File: src/rtl/utb_pkg.sv
package utb_pkg;

    // Prescaler phase state
    typedef enum logic [0:0] {
        PS_FRESH = 1'b0,   // accumulator known to be zero
        PS_RUN   = 1'b1    // accumulator holds a running remainder
    } ps_state_e;

    // Register word width of the bus
    localparam int unsigned BUS_W = 32;

    // Configuration word layout: divisor field low, dividend field above it
    localparam int unsigned CFG_FIELDS = 2;

endpackage

File: src/rtl/utb_cfg_regs.sv
module utb_cfg_regs
    import utb_pkg::*;
#(
    parameter int unsigned FIELD_W = 8,
    parameter int unsigned CNT_W   = 32,
    parameter int unsigned ADDR_W  = 8,
    parameter int unsigned CNT_OFS = 32'h10,
    parameter int unsigned CFG_OFS = 32'h14
) (
    input  logic               clk,
    input  logic               rst_n,
    input  logic [ADDR_W-1:0]  bus_addr,
    input  logic               bus_we,
    input  logic [BUS_W-1:0]   bus_wdata,
    input  logic [CNT_W-1:0]   count,
    output logic [BUS_W-1:0]   bus_rdata,
    output logic               cfg_wr,
    output logic [FIELD_W-1:0] dividend_m1,
    output logic [FIELD_W-1:0] divisor_m1
);

    localparam int unsigned CFG_W = CFG_FIELDS * FIELD_W;

    logic [CFG_W-1:0] cfg_q;
    logic             hit_cnt;
    logic             hit_cfg;
    logic             unused_wdata;

    assign hit_cnt = (bus_addr == ADDR_W'(CNT_OFS));
    assign hit_cfg = (bus_addr == ADDR_W'(CFG_OFS));
    assign cfg_wr  = bus_we && hit_cfg;

    // Only the low configuration bits are stored
    assign unused_wdata = ^bus_wdata[BUS_W-1:CFG_W];

    always_ff @(posedge clk) begin
        if (!rst_n) begin
            cfg_q <= '0;
        end else if (cfg_wr) begin
            cfg_q <= bus_wdata[CFG_W-1:0];
        end
    end

    assign divisor_m1  = cfg_q[FIELD_W-1:0];
    assign dividend_m1 = cfg_q[CFG_W-1:FIELD_W];

    always_comb begin
        bus_rdata = '0;
        if (hit_cnt) begin
            bus_rdata = BUS_W'(count);
        end else if (hit_cfg) begin
            bus_rdata = BUS_W'(cfg_q);
        end
    end

endmodule

File: src/rtl/utb_frac_prescaler.sv
module utb_frac_prescaler
    import utb_pkg::*;
#(
    parameter int unsigned FIELD_W = 8
) (
    input  logic               clk,
    input  logic               rst_n,
    input  logic               clear,
    input  logic [FIELD_W-1:0] dividend_m1,
    input  logic [FIELD_W-1:0] divisor_m1,
    output logic               tick,
    output logic [FIELD_W-1:0] acc
);

    localparam int unsigned SUM_W = FIELD_W + 2;

    ps_state_e        state_q;
    ps_state_e        state_d;
    logic [FIELD_W-1:0] acc_q;
    logic [FIELD_W-1:0] acc_d;
    logic [SUM_W-1:0]   step_v;
    logic [SUM_W-1:0]   den_v;
    logic [SUM_W-1:0]   base_v;
    logic [SUM_W-1:0]   sum_v;
    logic [SUM_W-1:0]   rem_v;
    logic               reach;

    // Restore the n+1 encoded fields
    assign step_v = SUM_W'(dividend_m1) + SUM_W'(1);
    assign den_v  = SUM_W'(divisor_m1) + SUM_W'(1);

    // State register
    always_ff @(posedge clk) begin
        if (!rst_n) begin
            state_q <= PS_FRESH;
            acc_q   <= '0;
        end else begin
            state_q <= state_d;
            acc_q   <= acc_d;
        end
    end

    // Next state and outputs
    always_comb begin
        base_v  = '0;
        state_d = state_q;
        unique case (state_q)
            PS_FRESH: base_v = '0;
            PS_RUN:   base_v = SUM_W'(acc_q);
            default:  base_v = '0;
        endcase

        sum_v = base_v + step_v;
        reach = (sum_v >= den_v);
        rem_v = sum_v - den_v;

        if (clear) begin
            state_d = PS_FRESH;
            acc_d   = '0;
            tick    = 1'b0;
        end else begin
            state_d = PS_RUN;
            tick    = reach;
            if (!reach) begin
                acc_d = FIELD_W'(sum_v);
            end else if (rem_v >= den_v) begin
                acc_d = FIELD_W'(den_v - SUM_W'(1));
            end else begin
                acc_d = FIELD_W'(rem_v);
            end
        end
    end

    assign acc = acc_q;

endmodule

File: src/rtl/utb_wrap_counter.sv
module utb_wrap_counter #(
    parameter int unsigned CNT_W = 32
) (
    input  logic             clk,
    input  logic             rst_n,
    input  logic             inc,
    output logic [CNT_W-1:0] count
);

    logic [CNT_W-1:0] count_q;

    always_ff @(posedge clk) begin
        if (!rst_n) begin
            count_q <= '0;
        end else if (inc) begin
            count_q <= count_q + CNT_W'(1);
        end
    end

    assign count = count_q;

endmodule

File: src/rtl/usec_timebase.sv
module usec_timebase
    import utb_pkg::*;
#(
    parameter int unsigned CNT_W   = 32,
    parameter int unsigned FIELD_W = 8,
    parameter int unsigned ADDR_W  = 8,
    parameter int unsigned CNT_OFS = 32'h10,
    parameter int unsigned CFG_OFS = 32'h14
) (
    input  logic              clk,
    input  logic              rst_n,
    input  logic [ADDR_W-1:0] bus_addr,
    input  logic              bus_we,
    input  logic [31:0]       bus_wdata,
    output logic [31:0]       bus_rdata
);

    logic               cfg_wr;
    logic [FIELD_W-1:0] dividend_m1;
    logic [FIELD_W-1:0] divisor_m1;
    logic               ps_tick;
    logic [FIELD_W-1:0] ps_acc;
    logic [CNT_W-1:0]   count_q;

    utb_cfg_regs #(
        .FIELD_W (FIELD_W),
        .CNT_W   (CNT_W),
        .ADDR_W  (ADDR_W),
        .CNT_OFS (CNT_OFS),
        .CFG_OFS (CFG_OFS)
    ) i_regs (
        .clk         (clk),
        .rst_n       (rst_n),
        .bus_addr    (bus_addr),
        .bus_we      (bus_we),
        .bus_wdata   (bus_wdata),
        .count       (count_q),
        .bus_rdata   (bus_rdata),
        .cfg_wr      (cfg_wr),
        .dividend_m1 (dividend_m1),
        .divisor_m1  (divisor_m1)
    );

    utb_frac_prescaler #(
        .FIELD_W (FIELD_W)
    ) i_prescaler (
        .clk         (clk),
        .rst_n       (rst_n),
        .clear       (cfg_wr),
        .dividend_m1 (dividend_m1),
        .divisor_m1  (divisor_m1),
        .tick        (ps_tick),
        .acc         (ps_acc)
    );

    utb_wrap_counter #(
        .CNT_W (CNT_W)
    ) i_counter (
        .clk   (clk),
        .rst_n (rst_n),
        .inc   (ps_tick),
        .count (count_q)
    );

endmodule

File: config.mk
export PLATFORM = sky130hd
export DESIGN_NAME = usec_timebase
export DESIGN_NICKNAME = d
export VERILOG_FILES = /design/src/rtl/utb_pkg.sv /design/src/rtl/utb_cfg_regs.sv /design/src/rtl/utb_frac_prescaler.sv /design/src/rtl/utb_wrap_counter.sv /design/src/rtl/usec_timebase.sv
export SDC_FILE = /design/constraint.sdc
export NUM_CORES = 1
export LEC_CHECK = 0
export BUFFER_PORTS_ARGS = -buffer_cell sky130_fd_sc_hd__buf_4
export CORE_ASPECT_RATIO = 0.7
export CORE_MARGIN = 5
export CORE_UTILIZATION = 50
export CTS_CLUSTER_DIAMETER = 100
export DETAILED_ROUTE_END_ITERATION = 6
export PLACE_DENSITY = 0.73
export SYNTH_ARGS = -nofsm -noshare
export SYNTH_HDL_FRONTEND = slang
export SYNTH_HIERARCHICAL = 1
export SYNTH_SLANG_ARGS = --single-unit
File: constraint.sdc
create_clock -name clk -period 6.11 [get_ports clk]
set_input_delay 0.3055 -clock clk [delete_from_list [all_inputs] [get_ports clk]]
set_output_delay 0.3055 -clock clk [all_outputs]
set_load 0.02 [all_outputs]
==> impl_metrics.json, run 1 <==
{
  "ir_drop_mv": 0.1485,
  "die_w_um": 121.6,
  "pin_count": 75,
  "place.gp.congestion": 0.9411,
  "cts-hold-fix-buffers": 0,
  "row_count": 28,
  "insertion_delay_ns": 0.33,
  "yosysSeqAreaShare_pct": 26.16,
  "yosysWarnings": 6,
  "netlist_instances": 510,
  "cts.htree.levels": 3,
  "critPathLaunchType": "register",
  "required_ns": 6.30,
  "wirelength_um": 10630,
  "clock.fmax_mhz": 184.6,
  "status": "finished clean",
  "vias_per_cell": 5.705,
  "p_leak_nw": 2.034,
  "cts_root_buffer": "clkbuf_16",
  "worstMarginPinSlew_ns": 0.6787,
  "finalMaxSlewViolations": 0,
  "path_class": "reg -> reg",
  "post_cts_buffers": 0,
  "fin_tns_setup_ns": 0,
  "cts.sinks": 57,
  "n_antenna_cell": 0,
  "synth_ff_type": "dfxtp_1",
  "grt.overflow.total": 0,
  "cts_resized": 0,
  "finalPower_uw": 925.1,
  "grt_use_total_pct": 20.67,
  "tritoncts": "done",
  "rsz0062_at_grt": "no",
  "layout.cells.most_common": "buf_4",
  "cts_buffer_depth": 2,
  "drc_errors": 0,
  "first_pass_iters": 5,
  "syn_avg_cell_area_um2": 8.552,
  "fin_area_um2": 5049,
  "cp.arrival_ns": 5.60,
  "grt_max_degree": 57,
  "grt_first_pass_wirelength_um": 17820,
  "grt_pass1_vias": 3587,
  "finalHoldViolCount": 0,
  "dr_total_vias": 3862,
  "post_drt_wl_per_cell_um": 15.70,
  "fin_crit_sh_pct": 88.65,
  "ant_nets": 0,
  "hold_ws_ns": 0.2348,
  "portBuffers": 58,
  "crit_fanout": 12,
  "area_growth_pct": 15.75,
  "placed_area_um2": 4785,
  "setup_viol": 0,
  "hold_depth": 3,
  "rr_worst_depth": 21,
  "power-per-cell-area_nw_per_um2": 183.2,
  "antenna_found_initial": 0,
  "core_um2": 8478,
  "place_ws_ns": 0.8016,
  "synth.distinct_cells": 75,
  "fin_crit_ns": 5.416,
  "hold_path_class": "in -> reg",
  "cts_buffers": 9,
  "final_cell_mix": "buf_4 (61), nand2_1 (57), dfxtp_1 (57), nor2_1 (39), mux2i_1 (36)",
  "start_util_pct": 51.45,
  "drive_gt1_share_pct": 17.06,
  "dpl.hpwl_um": 8188,
  "syn_nets": 584,
  "drv_cap": 0,
  "synth_edf_count": 0,
  "die_height_um": 88.15,
  "multi_input_area_um2": 2957,
  "die_area_um2": 10720,
  "fin_ws_ns": 0.6937,
  "register_area_um2": 1141,
  "drt_iter0_markers": 340,
  "async_flop_share_pct": 0,
  "nFillCells": 758,
  "nets": 628,
  "critPathCaptureType": "register",
  "syn_area_um2": 4362,
  "synth-seq-cells": 57,
  "fin_skew_ns": 0.005941,
  "slew_headroom_pct": 54.70,
  "clkTransAtPathRegs_ns": 0.05
}
## through the flow
step,util (%),instances
after global placement,56.43,663
final,59.55,677
after detailed placement,56.43,663
after global routing,59.55,677
after floorplan,-,510
after CTS,59.55,677
## synthesized netlist by cell type (2+ instances only)
cell type | number | share of area, %
dfxtp_1 | 57 | 26
nand2_1 | 57 | 4.9
nor2_1 | 39 | 3.4
mux2i_1 | 36 | 8.3
ha_1 | 29 | 8.3
nand3_1 | 26 | 3.0
and2_1 | 25 | 3.6
inv_1 | 19 | 1.6
xor2_1 | 19 | 3.8
xnor2_1 | 18 | 3.6
nand4_1 | 17 | 2.4
a21oi_1 | 16 | 1.8
clkbuf_1 | 15 | 1.3
nand2b_1 | 13 | 1.9
o21ai_0 | 10 | 1.1
o41ai_1 | 8 | 1.6
a2111o_1 | 6 | 1.5
buf_6 | 6 | 1.5
and4_1 | 5 | 1.0
o21a_1 | 5 | 0.86
o311ai_0 | 5 | 1.0
or3_1 | 5 | 0.72
nor3_1 | 4 | 0.46
and3_1 | 3 | 0.43
buf_2 | 3 | 0.34
nor4_1 | 3 | 0.43
o21ai_1 | 3 | 0.34
o31ai_1 | 3 | 0.52
or4_1 | 3 | 0.52
a31oi_1 | 2 | 0.29
fa_1 | 2 | 0.92
o221ai_1 | 2 | 0.40
o311ai_1 | 2 | 0.40
or2_1 | 2 | 0.29
or4_4 | 2 | 0.52
## cell type report
cell class	instances	area share [%]
multi-input cells	404	58.56
flip-flops and latches	57	22.60
repair buffers	61	9.071
clock buffers	14	5.229
well taps	120	2.974
inverters	21	1.561
## worst max-delay path, stage by stage, from the launching register on
cell and delay [ns]:
dfxtp_1 0.45, nand2_1 0.14, inv_1 0.08, ha_1 0.21, nor2b_1 0.12, o21ai_0 0.23, a21boi_0 0.17, o21a_1 0.21
nor2_1 0.16, o21ai_0 0.14, xor2_1 0.17, ha_1 0.40, o21a_1 0.15, nor2_1 0.03, a21oi_1 0.20, o21ai_1 0.14
and2_1 0.25, nor2_1 0.42, and4_1 0.45, nand4_1 0.50, o311ai_0 0.53, o41ai_1 0.14
## worst paths after layout
kind,start,slack [ns],to
worst max-delay path,i_prescaler/state_q,0.69,i_counter/count[26]
worst min-delay path,bus_wdata[1],0.23,i_regs/cfg_q[1]
worst max register to register,i_prescaler/state_q,0.69,i_counter/count[26]
worst min register to register,i_regs/cfg_q[15],0.48,i_regs/cfg_q[15]
## layer usage
layer	up-vias	global-route usage [%]	routed length, um
met5	-	0	0
met2	131	30.23	4323
li1	1923	-	-
met4	0	3.662	46
met3	10	6.779	787
met1	1798	29.98	5472
## sequential cells by signal, indices dropped and copies added (netlist names)
| register | cells |
|---|---|
| i_counter/count | 32 |
| i_prescaler/acc | 8 |
| i_prescaler/state_q | 1 |
| i_regs/cfg_q | 16 |
## power by group
group | switching (mW) | internal, mW
clock network | 0.156 | 0.291
logic | 0.0576 | 0.0398
registers | 0.00358 | 0.377
## cell families after synthesis
logic type / share of synthesized area (%)
AOI/OAI and AO/OA: 14.14
xor gates and xnor gates: 8.950
adders and majority gates: 9.237
buffers and inverters: 6.196
DFF: 26.16
muxes: 8.262
and+or+nand+nor: 27.05
No activity file was read; power rests on OpenSTA's default activity.
==> inputs of run 2 (changes only) <==
Settings changed: PLACE_DENSITY 0.73 to 0.74, SYNTH_HIERARCHICAL 1 to unset.
==> run 2 against run 1 <==
  * Flip-flop and latch count did not move
  * Synthesized cell count rose by 0.98%
  * Hold slack barely moved
  * Sequential power rose by 8.2%
  * Critical endpoint is now i_prescaler.acc[6]
  * Via count rose by 0.78%
==> impl_metrics.json, run 2 <==
{
  "yosysSeqAreaShare_pct": 27.33,
  "yosysTopAreaCell": "dfxtp_1",
  "core_um2": 8006,
  "path_class": "reg -> reg",
  "multi_input_area_um2": 2869,
  "synth.most_common_cell": "dfxtp_1",
  "cp.arrival_ns": 5.14,
  "antenna_found_initial": 0,
  "drive_gt1_share_pct": 15.32,
  "status": "finished clean",
  "cts_resized": 0,
  "synth_edf_count": 0,
  "place.gp.congestion": 0.8629,
  "area_growth_pct": 18.43,
  "clock.fmax_mhz": 202.8,
  "die_w_um": 119.2,
  "crit_top_cell": "ha_1",
  "fin_tns_setup_ns": 0,
  "post_cts_buffers": 0,
  "p_leak_nw": 2.057,
  "layout.cells.most_common": "buf_4",
  "grt-busiest-layer": "met2",
  "ir_drop_mv": 0.1839,
  "start_util_pct": 52.15,
  "cts_root_buffer": "clkbuf_16",
  "dr_total_vias": 3892,
  "hold_path_class": "in -> reg",
  "post_drt_wl_per_cell_um": 16.77,
  "fin_crit_sh_pct": 80.69,
  "rsz0062_at_grt": "no",
  "nets": 637,
  "register_area_um2": 1141,
  "ant_nets": 0,
  "cts.htree.levels": 3,
  "final_cell_mix": "buf_4 (59), dfxtp_1 (57), nand2_1 (54), and2_1 (50), xnor2_1 (35)",
  "largest_register_ffs": 32,
  "yosysWarnings": 0,
  "finalHoldViolCount": 0,
  "grt_first_pass_wirelength_um": 18660,
  "grt_use_total_pct": 22.35,
  "dpl.hpwl_um": 8414,
  "synth_ff_type": "dfxtp_1",
  "stdcell_count": 669,
  "critPathCaptureType": "register",
  "fin_skew_ns": 0.005712,
  "nFillCells": 713,
  "power-per-cell-area_nw_per_um2": 293.3,
  "n_antenna_cell": 0,
  "synth_common_cells": "dfxtp_1 (57), nand2_1 (54), and2_1 (50), xnor2_1 (35), ha_1 (29)",
  "synth_top_area_share_pct": 27.33,
  "drc_errors": 0,
  "finalMaxSlewViolations": 0,
  "required_ns": 6.32,
  "setup_viol": 0,
  "pin_count": 75,
  "grt_pass1_vias": 3772,
  "die_area_um2": 10310,
  "die_height_um": 86.46,
  "dp_cells": 653,
  "first_pass_iters": 5,
  "insertion_delay_ns": 0.33,
  "grtUsageMet2_pct": 34.55,
  "cpMaxStageDelayCell": "dfxtp_1",
  "worstMarginPinSlew_ns": 1.074,
  "syn_nets": 589,
  "row_count": 27,
  "vias_per_cell": 5.818,
  "crit_path_cell_trace": "ha_1, ha_1, a211oi_1, nor2_1, nor2_1, ha_1, o21a_1, o31a_1, o21ai_0, nand2_1, a221oi_1, xnor2_1, ha_1, a21o_1, a21o_1, nor2_1, o21a_1, mux2i_1, a21oi_1",
  "netlist_instances": 515,
  "synth_area_leaders": "dfxtp_1 (27%), ha_1 (8.7%), and2_1 (7.5%)",
  "wirelength_um": 11220,
  "tritoncts": "done",
  "crit_path_max_incr_delay_ns": 0.44,
  "grt.overflow.total": 0,
  "critPathLaunchType": "register",
  "gr-usage-met3_pct": 6.132,
  "drt_iter0_markers": 331,
  "cts-hold-fix-buffers": 0,
  "slew_headroom_pct": 28.34,
  "async_flop_share_pct": 0,
  "grt_max_degree": 50,
  "synth-seq-cells": 57,
  "portBuffers": 58,
  "cts_buffer_depth": 2,
  "crit_fanout": 9,
  "cts.sinks": 57,
  "synth.distinct_cells": 51,
  "syn_avg_cell_area_um2": 8.107,
  "grt_use_met1_pct": 30.87,
  "cts_buffers": 9,
  "clkTransAtPathRegs_ns": 0.05,
  "fin_crit_ns": 4.930,
  "r2r_slack_ns": 1.18,
  "syn_area_um2": 4175,
  "drv_cap": 0
}
-- run 2: metal layers --
layer  share of wire (%)  routed length, um
met1                  49               5489
met2                  43               4854
met3                 6.7                746
met4                 1.1                128
met5                   0                  0
-- run 2: final cells by class --
type	instances	share of cell area, %
clock buffers	11	4.909
clock inverters	5	1.113
inverters	18	1.366
multi-input cells	418	58.02
flip-flops and latches	57	23.08
well taps	101	2.556
repair buffers	59	8.957
-- run 2: logic make-up after synthesis --
logic type | synth area share (%)
fa+ha+maj | 9.649
xor+xnor | 11.33
compound gates | 18.73
flops | 27.33
simple gates | 27.51
mux | 1.438
buf+inv | 4.016
-- run 2: per-stage QoR --
stage	cell area, um2	power, mW	util [%]	hold slack (ns)	setup slack, ns
after CTS	4945	1.450	61.76	0.2261	1.241
after global placement	4647	0.9425	58.04	0.4721	1.393
final	4945	1.450	61.76	0.2344	1.180
after floorplan	4175	0.8642	-	0.4504	1.960
after detailed placement	4647	0.9501	58.04	0.4940	1.284
after global routing	4945	1.537	61.76	0.2489	0.7935
-- run 2: final timing paths --
path	start	end	cells past startpoint
worst min-delay path	bus_wdata[1]	i_regs.cfg_q[1]	3
worst min register to register	i_counter.count[30]	i_counter.count[30]	2
worst max register to register	i_regs.cfg_q[8]	i_prescaler.acc[6]	19
worst max-delay path	i_regs.cfg_q[8]	i_prescaler.acc[6]	19
-- run 2: power by group --
| part | internal, mW | total [mW] | switching (mW) |
|---|---|---|---|
| combinational | 0.238 | 0.543 | 0.304 |
| clock | 0.324 | 0.497 | 0.173 |
| sequential | 0.397 | 0.411 | 0.0134 |
-- run 2: critical path: cells and delay by family (launching register included) --
kind	cells	cell delay, ns
xor gates and xnor gates	1	0.20
AOI/OAI and AO/OA	9	2.02
and+or+nand+nor	4	0.59
muxes	1	0.29
DFF	1	0.44
adders and majority gates	4	1.24
